`config.mk`:
```
export PLATFORM = sky130hd
export DESIGN_NAME = wdg_guard
export DESIGN_NICKNAME = d
export VERILOG_FILES = /design/src/rtl/wdg_pkg.sv /design/src/rtl/wdg_counter.sv /design/src/rtl/wdg_enable.sv /design/src/rtl/wdg_stop_arb.sv /design/src/rtl/wdg_guard.sv
export SDC_FILE = /design/constraint.sdc
export NUM_CORES = 1
export LEC_CHECK = 0
export CORE_MARGIN = 4
export CORE_UTILIZATION = 44
export CTS_BUF_LIST = sky130_fd_sc_hd__clkbuf_4
export DETAILED_ROUTE_END_ITERATION = 12
export PLACE_DENSITY = 0.83
export SETUP_SLACK_MARGIN = 0.05
export SYNTH_ARGS = -nofsm -noshare
export SYNTH_HDL_FRONTEND = slang
export SYNTH_SLANG_ARGS = --single-unit
```
`constraint.sdc`:
```
create_clock -name clk_i -period 2 [get_ports clk_i]
set_clock_uncertainty 0.05 [all_clocks]
set_input_delay 0.5 -clock clk_i [delete_from_list [all_inputs] [get_ports clk_i]]
set_output_delay 0.5 -clock clk_i [all_outputs]
set_load 0.02 [all_outputs]
```
`src/rtl/wdg_pkg.sv`:
```
package wdg_pkg;

  localparam int unsigned WDG_CNT_W = 8;

  typedef enum logic [1:0] {
    HALT_NONE = 2'd0,
    HALT_WAIT = 2'd1,
    HALT_STOP = 2'd2
  } halt_e;

endpackage

```
`src/rtl/wdg_counter.sv`:
```
module wdg_counter
  import wdg_pkg::*;
#(
  parameter int unsigned    CNT_W  = WDG_CNT_W,
  parameter logic [CNT_W-1:0] RELOAD = {CNT_W{1'b1}} - 1'b1
) (
  input  logic             clk_i,
  input  logic             rst_ni,
  input  logic             tick_i,
  input  logic             run_i,
  input  logic             load_i,
  input  logic [CNT_W-1:0] load_val_i,
  output logic             fire_o,
  output logic             rst_req_o,
  output logic [CNT_W-1:0] cnt_o
);

  localparam logic [CNT_W-1:0] LAST = CNT_W'(1);

  logic [CNT_W-1:0] cnt_q;
  logic             rst_q;
  logic             fire_now;

  // a tick at the last live value (or at zero after a write of zero) expires
  always_comb begin
    fire_now = run_i && tick_i && !load_i && (cnt_q <= LAST);
  end

  always_ff @(posedge clk_i or negedge rst_ni) begin
    if (!rst_ni) begin
      cnt_q <= RELOAD;
      rst_q <= 1'b0;
    end else begin
      rst_q <= fire_now;
      if (load_i) begin
        cnt_q <= load_val_i;
      end else if (fire_now) begin
        cnt_q <= RELOAD;
      end else if (run_i && tick_i) begin
        cnt_q <= cnt_q - 1'b1;
      end
    end
  end

  assign fire_o    = fire_now;
  assign rst_req_o = rst_q;
  assign cnt_o     = cnt_q;


  rst_pulse_chk: assert property (@(posedge clk_i) disable iff (!rst_ni)
    rst_q |=> !rst_q);


  step_chk: assert property (@(posedge clk_i) disable iff (!rst_ni)
    (!load_i && !fire_now) |=> ((cnt_q == $past(cnt_q)) || (cnt_q == $past(cnt_q) - 1'b1)));

endmodule

```
`src/rtl/wdg_enable.sv`:
```
module wdg_enable (
  input  logic clk_i,
  input  logic rst_ni,
  input  logic hw_act_i,
  input  logic arm_set_i,
  input  logic fire_i,
  output logic active_o
);

  logic armed_q;

  always_ff @(posedge clk_i or negedge rst_ni) begin
    if (!rst_ni) begin
      armed_q <= 1'b0;
    end else if (fire_i) begin
      armed_q <= 1'b0;
    end else if (arm_set_i) begin
      armed_q <= 1'b1;
    end
  end

  assign active_o = hw_act_i | armed_q;


  sticky_chk: assert property (@(posedge clk_i) disable iff (!rst_ni)
    (armed_q && !fire_i) |=> armed_q);

endmodule

```
`src/rtl/wdg_stop_arb.sv`:
```
module wdg_stop_arb
  import wdg_pkg::*;
(
  input  logic clk_i,
  input  logic rst_ni,
  input  logic active_i,
  input  logic ext_stop_i,
  input  logic nmi_lvl_i,
  input  logic stop_req_i,
  input  logic stop_exit_i,
  input  logic fire_i,
  output logic stop_go_o,
  output logic wait_go_o,
  output logic frozen_o
);

  halt_e verdict;
  logic  stop_go_q, wait_go_q, frozen_q;

  always_comb begin
    verdict = HALT_NONE;
    if (stop_req_i) begin
      if (!active_i) begin
        verdict = HALT_STOP;
      end else if (ext_stop_i && nmi_lvl_i) begin
        verdict = HALT_STOP;
      end else begin
        verdict = HALT_WAIT;
      end
    end
  end

  always_ff @(posedge clk_i or negedge rst_ni) begin
    if (!rst_ni) begin
      stop_go_q <= 1'b0;
      wait_go_q <= 1'b0;
      frozen_q  <= 1'b0;
    end else begin
      stop_go_q <= (verdict == HALT_STOP);
      wait_go_q <= (verdict == HALT_WAIT);
      if (fire_i || stop_exit_i) begin
        frozen_q <= 1'b0;
      end else if (active_i && verdict == HALT_STOP) begin
        frozen_q <= 1'b1;
      end
    end
  end

  assign stop_go_o = stop_go_q;
  assign wait_go_o = wait_go_q;
  assign frozen_o  = frozen_q;


  one_verdict_chk: assert property (@(posedge clk_i) disable iff (!rst_ni)
    $onehot0({stop_go_q, wait_go_q}));


  answered_chk: assert property (@(posedge clk_i) disable iff (!rst_ni)
    stop_req_i |=> (stop_go_q || wait_go_q));


  idle_stop_chk: assert property (@(posedge clk_i) disable iff (!rst_ni)
    (stop_req_i && !active_i) |=> stop_go_q);


  thaw_chk: assert property (@(posedge clk_i) disable iff (!rst_ni)
    stop_exit_i |=> !frozen_q);

endmodule

```
`src/rtl/wdg_guard.sv`:
```
module wdg_guard
  import wdg_pkg::*;
#(
  parameter int unsigned CNT_W = WDG_CNT_W
) (
  input  logic             clk_i,
  input  logic             rst_ni,
  input  logic             tick_i,
  input  logic             opt_hw_act_i,
  input  logic             opt_ext_stop_i,
  input  logic             nmi_lvl_i,
  input  logic             wr_en_i,
  input  logic             wr_arm_i,
  input  logic [CNT_W-1:0] wr_data_i,
  input  logic             stop_req_i,
  input  logic             stop_exit_i,
  output logic             rst_req_o,
  output logic             halt_stop_o,
  output logic             halt_wait_o,
  output logic [CNT_W-1:0] count_o
);

  localparam logic [CNT_W-1:0] RELOAD = {CNT_W{1'b1}} - 1'b1;

  logic active, frozen, fire;

  wdg_enable u_enable (
    .clk_i     (clk_i),
    .rst_ni    (rst_ni),
    .hw_act_i  (opt_hw_act_i),
    .arm_set_i (wr_en_i & wr_arm_i),
    .fire_i    (fire),
    .active_o  (active)
  );

  wdg_counter #(.CNT_W(CNT_W), .RELOAD(RELOAD)) u_counter (
    .clk_i      (clk_i),
    .rst_ni     (rst_ni),
    .tick_i     (tick_i),
    .run_i      (active & ~frozen),
    .load_i     (wr_en_i),
    .load_val_i (wr_data_i),
    .fire_o     (fire),
    .rst_req_o  (rst_req_o),
    .cnt_o      (count_o)
  );

  wdg_stop_arb u_stop (
    .clk_i       (clk_i),
    .rst_ni      (rst_ni),
    .active_i    (active),
    .ext_stop_i  (opt_ext_stop_i),
    .nmi_lvl_i   (nmi_lvl_i),
    .stop_req_i  (stop_req_i),
    .stop_exit_i (stop_exit_i),
    .fire_i      (fire),
    .stop_go_o   (halt_stop_o),
    .wait_go_o   (halt_wait_o),
    .frozen_o    (frozen)
  );


  freeze_hold_chk: assert property (@(posedge clk_i) disable iff (!rst_ni)
    (frozen && !wr_en_i) |=> $stable(count_o));


  reload_on_reset_chk: assert property (@(posedge clk_i) disable iff (!rst_ni)
    rst_req_o |-> (count_o == RELOAD));


  hw_runs_chk: assert property (@(posedge clk_i) disable iff (!rst_ni)
    (opt_hw_act_i && tick_i && !frozen && !wr_en_i && count_o > CNT_W'(1))
      |=> (count_o == $past(count_o) - 1'b1));

endmodule

```
Yosys cells after proc, flatten, opt, wreduce, memory -nomap -nowiden
Cells that the tools add are included.
{"block": "totals", "regBits": 13, "latch_bits": 0, "ram_bits": 0, "mem_bits_ro": 0, "output_inout_bits": 11, "mem_count": 0}
{"block": "classes", "add_sub_neg": 1, "n_mul": 0, "div_mod_pow": 0, "magnitude_cmp": 1, "eq_ne": 2, "shift": 0, "mux": 10, "n_bitwise": 4, "n_reduce_logical": 10}
{"cell": "$mux W8", "n": 3}
{"cell": "$le A8 B1 Y1 const B", "n": 1}
{"cell": "$sub A8 B1 Y8 const B", "n": 1}
{"cell": "$mux W2", "n": 3}
{"cell": "$logic_and A1 B1 Y1", "n": 5}
{"cell": "$mux W1", "n": 4}
{"cell": "$reduce_bool A2 Y1", "n": 2}
{"cell": "$reduce_bool A3 Y1", "n": 1}
{"cell": "$and A1 B1 Y1", "n": 2}
{"cell": "$eq A2 B1 Y1 const B", "n": 1}
{"cell": "$eq A2 B2 Y1 const B", "n": 1}
{"cell": "$logic_not A1 Y1", "n": 1}
{"cell": "$logic_or A1 B1 Y1", "n": 1}
{"cell": "$not A1 Y1", "n": 1}
{"cell": "$or A1 B1 Y1", "n": 1}

Longest topological paths before layout
Gate-level depths: netlist (run 1).
{"block": "logic_depth", "depth_word": 8, "mapped_depth": 6, "ltp_nobuf": 6}

Hierarchy
A second synthesis (run 1) with hierarchy kept.
{"block": "unflattened", "hier_cells": 82, "hier_area_um2": 815.8}
{"mod": "wdg_counter", "n_inst": 1, "cells_per_inst": 69, "area_per_inst_um2": 641.9, "seq_area_each_um2": 234.0}
{"mod": "wdg_stop_arb", "n_inst": 1, "cells_per_inst": 8, "area_per_inst_um2": 112.6, "seq_area_each_um2": 75.1}
{"mod": "wdg_enable", "n_inst": 1, "cells_per_inst": 3, "area_per_inst_um2": 41.3, "seq_area_each_um2": 25.0}
{"mod": "wdg_guard", "n_inst": 1, "cells_per_inst": 2, "area_per_inst_um2": 20.0, "seq_area_each_um2": 0.0}

Worst setup path before layout (run 1)
No wires, ideal clock.
{"block": "synth_timing", "kind": "reg-to-reg", "from": "register u_counter.cnt_q[0] (netlist: u_counter.cnt_o[0])", "to": "register u_counter.cnt_q[6] (netlist: u_counter.cnt_o[6])", "setup_ns": 0.097, "arrival_ns": 1.668, "setup_slack_ns": 0.185, "path_stages_with_launch": 7, "n_path_buf": 0, "period_less_slack_ns": 1.815, "path_cell_list": "dfrtp_1 > inv_1 > ha_1 > or3b_1 > nor3_1 > nor3_1 > o41ai_2"}
{"block": "synth_between", "elab_chain_cells": 4, "elab_cells_between_ends": 7, "cone_classes": "1 x add/sub; 1 x order compare; 3 x mux; 2 x reduce/logical"}
{"element": "from (decl)", "line": "wdg_counter.sv:20", "source": "logic [CNT_W-1:0] cnt_q;"}
{"element": "from (signal assigned)", "line": "wdg_counter.sv:36", "source": "cnt_q <= load_val_i;"}
{"element": "from (signal assigned)", "line": "wdg_counter.sv:40", "source": "cnt_q <= cnt_q - 1'b1;"}
{"element": "$sub A8 B1 Y8 or $le A8 B1 Y1 (tied branches)", "line": "wdg_counter.sv:40, wdg_counter.sv:26"}
{"element": "$mux W8 or $logic_and A1 B1 Y1 (tied branches)", "line": "wdg_counter.sv:39, wdg_counter.sv:26"}
{"element": "$mux W8", "line": "wdg_counter.sv:37", "source": "end else if (fire_now) begin"}
{"element": "$mux W8", "line": "wdg_counter.sv:35", "source": "if (load_i) begin"}
Several ways; a longest one is shown, not always the timed one. The select of a mux whose other input is x is not followed.
A chain may end at the register's enable or synchronous reset.

Worst setup path after layout (run 1)
{"block": "layout_timing", "from": "register u_counter.cnt_q[1] (netlist: u_counter.cnt_o[1])", "to": "register u_counter.cnt_q[6] (netlist: u_counter.cnt_o[6])"}
Same word-level chain as after synthesis.

==> results of run 1 <==
-- power by group through the flow --
stage / clock network [uW] / registers, uW / logic, uW
4_1_cts: 185 / 330 / 217
6_report: 178 / 332 / 217
3_5_place_dp: 0 / 335 / 227
3_3_place_gp: 0 / 333 / 222
2_1_floorplan: 0 / 357 / 93.2
5_1_grt: 202 / 336 / 238
-- metrics by stage --
stage / power, uW / cells / hold WS [ns] / cell area [sq um] / utilization [%]
2_1_floorplan: 450 / 79 / 0.154 / 778 / -
3_3_place_gp: 555 / 133 / 0.479 / 1110 / 69.9
3_5_place_dp: 562 / 133 / 0.491 / 1110 / 69.9
4_1_cts: 732 / 137 / 0.517 / 1130 / 71.2
5_1_grt: 775 / 137 / 0.538 / 1150 / 72.0
6_report: 727 / 137 / 0.519 / 1150 / 72.0
-- cell type report --
type | count | area [sq um] | area share (%)
clock buffer | 4 | 30.0 | 2.62
inverter | 4 | 15.0 | 1.31
multi-input combinational | 59 | 427 | 37.2
sequential | 13 | 334 | 29.1
tap | 24 | 30.0 | 2.62
timing repair buffer | 33 | 312 | 27.2
-- cell usage after synthesis --
library cell	count	area, sq um
a2111oi_2	1	15.0
a211o_1	1	8.76
a21o_1	1	7.51
a21oi_1	2	10.0
a22o_1	1	8.76
a31oi_1	3	18.8
a41o_1	1	10.0
a41oi_1	1	8.76
and2_1	1	6.26
and3_1	4	25.0
buf_2	1	5.00
clkbuf_1	2	7.51
dfrtp_1	6	150
dfstp_2	7	184
ha_1	2	25.0
inv_1	4	15.0
nand2_1	7	26.3
nand2b_1	1	6.26
nand3_2	1	10.0
nor2_1	7	26.3
nor2b_1	1	6.26
nor3_1	8	40.0
nor3b_2	1	12.5
nor4_4	1	21.3
o211a_1	1	10.0
o21ai_0	3	15.0
o21bai_1	1	7.51
o31a_1	2	17.5
o31ai_1	1	7.51
o32a_1	1	10.0
o41ai_2	2	32.5
or2_2	1	6.26
or3b_1	2	17.5
-- placed cells by master, fill, tap and decap left out, types with 2 or more instances in the layout --
master,n
nor2_1,7
nor3_1,6
ha_1,2
inv_1,4
nand2_1,7
dfstp_2,7
dlygate4sd2_1,7
a21oi_1,2
or3b_1,2
clkdlybuf4s50_1,20
buf_4,5
o41ai_2,2
and3_1,4
dfrtp_1,6
a31oi_1,3
clkbuf_4,4
o21ai_0,3
o31a_1,2
nor3_2,2
-- state kept, by name (all words and copies together) (netlist names) --
name                 cells
u_counter.cnt_o          8
u_counter.rst_req_o      1
u_enable.armed_q         1
u_stop.frozen_o          1
u_stop.stop_go_o         1
u_stop.wait_go_o         1
-- worst max path at each step --
stage | endpoint | depth (start not counted)
floorplan | u_counter.cnt_o[6]$_DFFE_PN1P_ | 6
global placement | u_counter.cnt_o[5]$_DFFE_PN1P_ | 5
detailed placement | u_counter.cnt_o[5]$_DFFE_PN1P_ | 5
CTS | count_o[0] | 2
global route | u_counter.cnt_o[0]$_DFFE_PN0P_ | 6
finish | u_counter.cnt_o[6]$_DFFE_PN1P_ | 6
-- cell families (layout without fill, tap and decap cells) --
kind of cell,Yosys count,after routing
simple gates,35,35
buf+inv,7,41
compound gates,22,22
fa+ha+maj,2,2
flops,13,13
-- routing by layer --
metal	share of wire (%)	wire, microns	vias up	GRT usage (%)
met3	7.2	143	2	5.42
met2	48	957	26	30.0
met5	0	0	-	0
li1	-	-	365	-
met1	44	878	353	21.1
met4	0.50	10	0	5.53
-- worst min-delay path, cell delays in order (launching register included) --
cell	delay [ns]
dfrtp_1	0.39
o21ai_0	0.09
nand2_1	0.06
-- repair_timing --
action,4_1_cts,5_1_grt
hold buffers,0,0
cloned,0,0
setup endpoints to repair,7,3
gates resized for setup,7,3
==> results.toml, run 1 <==
[grt]
antenna_found_initial = 0
first_global_vias = 795
track_usage_pct = 17.7
gr-total-overflow = 0
grt_max_degree = 14
grt_pass1_wl_mm = 3.35

[critical_path]
r2r.worst_path.cells = 6
crit_required_ns = 2.15
cp-start-kind = "flip-flop"
worst_path_dominant_cell_family = "simple AND/OR/NAND/NOR gates"
r2r-end = "u_counter.cnt_o[6]$_DFFE_PN1P_"
max_stage_delay_ns = 0.57
crit_buf_inv = 1
rr_startpoint = "u_counter.cnt_o[1]$_DFFE_PN1P_"
path_class = "reg2reg"
critPathSlowestCell = "dfstp_2"
crit_fanout = 5
crit_arrival_ns = 2.00
reg2reg_slack_ns = 0.15
crit_start = "u_counter.cnt_o[1]$_DFFE_PN1P_"
path_cells = "inv_1, ha_1, or2_2, and3_1, nor3_1, o41ai_2"
cp-end-kind = "flip-flop"

[power]
p_sw_share_pct = 31.5
irDropWorstVdd_uv = 468
seqPwrFrac_pct = 45.6
leakage_uw = 0.000509
switchingPower_uw = 229
pwr-share-clk_pct = 24.5
power_density_mw_per_mm2 = 634
pwr-share-comb_pct = 29.9
p_int_uw = 498

[clock_network]
cts_buffers = 3
htree_num_levels = 1
clockBufferDepth = 2
clk_pin_slew_ns = 0.08
root_buffer = "clkbuf_4"
cts_setup_buffers = 0
clock_sinks = 13
clk_latency_ns = 0.27
cts_tree = "built"

[floorplan]
boundaryPins = 29
std_cell_rows = 14
chipWidth_microns = 50.1
die_area_sq_mm = 0.00251
die_h_microns = 50.1
core_area_sq_mm = 0.00159
initial_core_util_pct = 48.8

[run]
cap_viol_max_count = 0

[yosys]
synth_fa_ha_area_share_pct = 3.22
synthesis.instances = 79
post_synth_num_cell_types = 33
yosysSeqAreaShare_pct = 42.9
synth_area_sq_um = 778
synthSimpleGateAreaFrac_pct = 26.2
synth-warning-count = 0
synthMuxAreaShare_pct = 0
synth_top_family_by_area = "simple AND/OR/NAND/NOR gates"
syn-num-nets = 99
syn_avg_cell_area_sq_um = 9.85
synth_seq_cells = 13
synth_compound_area_share_pct = 24.1
synth-xor-area-share_pct = 0

[detailed_routing]
vias_per_cell = 5.45
first_pass_iters = 4
drt_first_iter_violations = 9
finalWirelength_mm = 1.99
postRouteAntennaNets = 0
wire_per_inst_microns = 14.5
drc = 0
vias = 746

[hold_path]
hold_path_end = "u_enable.armed_q$_DFFE_PN0P_"
min-delay-start = "u_enable.armed_q$_DFFE_PN0P_"
min_path_cells = 2
hold_path_class = "reg2reg"

[place]
io_buffer_count = 28
preCtsSetupSlack_ns = -0.104
detailedPlacementHpwl_mm = 1.50
place.gp.congestion = 0.827

[sta]
setup_tns_ns = 0
max_slew.worst_pin.slew_ns = 0.592
final_max_slew_viol_count = 0
slew_headroom_pct = 60.4
fin_crit_sh_pct = 92.4
hold_viol_final = 0
setup_ws_ns = 0.152
finalSetupViolCount = 0
rsz0062_at_grt = "false"
clock.fmax_ghz = 0.541
post-route-min-period_ns = 1.85

[cells_and_area]
synthToLayoutAreaGrowth_pct = 47.4
diodes = 0
drive_above_1_share_pct = 22.1
final_nets = 134
fillCellCount = 140

[outcome]
status = "complete, no violations"
(Power assumes the default switching activity.)
==> inputs of run 2 (changes only) <==
Settings changed: GPL_TIMING_DRIVEN set to 1, HOLD_SLACK_MARGIN set to 0.06, SETUP_SLACK_MARGIN 0.05 to unset.
==> results.toml, run 2 (same netlist as run 1, synthesis figures left out) <==
[run]
cap_viol_max_count = 0

[sta]
rsz0062_at_grt = "false"
fin_crit_sh_pct = 95.2
final_max_slew_viol_count = 0
slew_headroom_pct = 59.2
post-route-min-period_ns = 1.90
max_slew.worst_pin.slew_ns = 0.610
finalSetupViolCount = 0
clock.fmax_ghz = 0.525
hold_viol_final = 0

[critical_path]
crit_fanout = 5
r2r.worst_path.cells = 6
crit_arrival_ns = 1.35
critPathSlowestCell = "clkdlybuf4s50_1"
path_cells = "buf_4, clkdlybuf4s50_1"
max_stage_delay_ns = 0.60
rr_startpoint = "u_counter.cnt_o[1]$_DFFE_PN1P_"
crit_required_ns = 1.45
path_class = "reg2out"
cp-end-kind = "output pin"
cp-start-kind = "flip-flop"
r2r-end = "u_counter.cnt_o[0]$_DFFE_PN0P_"
reg2reg_slack_ns = 0.16

[floorplan]
chipWidth_microns = 50.1
die_area_sq_mm = 0.00251
std_cell_rows = 14
boundaryPins = 29
initial_core_util_pct = 48.8
die_h_microns = 50.1
core_area_sq_mm = 0.00159

[place]
place.gp.congestion = 0.827
place_area_sq_mm = 0.00111
detailedPlacementHpwl_mm = 1.50
io_buffer_count = 28
placed_cells = 133

[grt]
track_usage_pct = 17.7
antenna_found_initial = 0
grt_pass1_wl_mm = 3.35
first_global_vias = 795
gr-total-overflow = 0
grt_max_degree = 14

[detailed_routing]
postRouteAntennaNets = 0
vias_per_cell = 5.54
finalWirelength_mm = 1.97
wire_per_inst_microns = 14.4
drc = 0
first_pass_iters = 4
drt_first_iter_violations = 13
vias = 759

[cells_and_area]
final_nets = 134
fin_area_sq_mm = 0.00113
seqCellArea_sq_um = 334
mostFrequentLayoutCells = "clkdlybuf4s50_1, nor3_1"
multi_input_area_sq_um = 417
diodes = 0
final_common_cell = "clkdlybuf4s50_1"
largest_reg_flops = 8
final-instance-count-excl-fill = 137
drive_above_1_share_pct = 20.4
fillCellCount = 140
synthToLayoutAreaGrowth_pct = 45.8

[power]
pwr-share-comb_pct = 29.9
irDropWorstVdd_uv = 486
switchingPower_uw = 227
p_sw_share_pct = 31.4
leakage_uw = 0.000499
p_int_uw = 497
power_density_mw_per_mm2 = 639
seqPwrFrac_pct = 45.6
pwr-share-clk_pct = 24.6

[clock_network]
htree_num_levels = 1
cts_buffers = 3
clk_latency_ns = 0.27
clk_pin_slew_ns = 0.08
cts_tree = "built"
clock_sinks = 13
root_buffer = "clkbuf_4"
cts_setup_buffers = 0
clockBufferDepth = 2

[hold_path]
hold_path_end = "u_enable.armed_q$_DFFE_PN0P_"
min_path_cells = 2
hold_path_class = "reg2reg"
min-delay-start = "u_enable.armed_q$_DFFE_PN0P_"

[outcome]
status = "complete, no violations"
run 2: repair_timing:
action,4_1_cts,5_1_grt
hold buffers,0,0
resized for setup,7,0
setup endpoints to repair,7,0
run 2: stage by stage:
stage / util (%) / setup TNS, ns / setup WS, ns / hold slack (ns) / power [uW]
2_1_floorplan: - / 0 / 0.185 / 0.154 / 450
3_3_place_gp: 69.9 / -0.105 / -0.0670 / 0.479 / 555
3_5_place_dp: 69.9 / -0.288 / -0.104 / 0.491 / 562
4_1_cts: 71.2 / 0 / 0.0828 / 0.517 / 732
5_1_grt: 71.2 / 0 / 0.0336 / 0.538 / 772
6_report: 71.2 / 0 / 0.0959 / 0.516 / 725
run 2: power by group through the flow:
stage / Clock, uW / Sequential (uW) / Combinational, uW
2_1_floorplan: 0 / 357 / 93.2
5_1_grt: 202 / 334 / 236
3_5_place_dp: 0 / 335 / 227
3_3_place_gp: 0 / 333 / 222
4_1_cts: 185 / 330 / 217
6_report: 178 / 330 / 216
run 2: area by class of cell:
cell class | instances | share of cell area, %
timing repair buffer | 33 | 27.2
tap | 24 | 2.65
multi-input combinational | 59 | 36.7
sequential | 13 | 29.4
inverter | 4 | 1.32
clock buffer | 4 | 2.65
run 2: worst max-delay path: cells and delay by family (launching register included):
family | cells | cell delay [ns]
buf+inv | 2 | 0.73
flops | 1 | 0.35
run 2: metal layers:
metal	track usage, %	up-vias	wire length [microns]
met4	5.53	0	10
li1	-	366	-
met3	5.42	2	127
met1	21.1	365	866
met5	0	-	0
met2	30.0	26	964
run 2: how the worst max path moves through the flow:
stage                                              start                             end  cells past startpoint
after floorplan           u_counter.cnt_o[0]$_DFFE_PN0P_  u_counter.cnt_o[6]$_DFFE_PN1P_                      6
after global placement                      opt_hw_act_i  u_counter.cnt_o[5]$_DFFE_PN1P_                      5
after detailed placement                    opt_hw_act_i  u_counter.cnt_o[5]$_DFFE_PN1P_                      5
after CTS                 u_counter.cnt_o[0]$_DFFE_PN0P_                      count_o[0]                      2
after global routing      u_counter.cnt_o[0]$_DFFE_PN0P_  u_counter.cnt_o[6]$_DFFE_PN1P_                      6
final                     u_counter.cnt_o[0]$_DFFE_PN0P_                      count_o[0]                      2
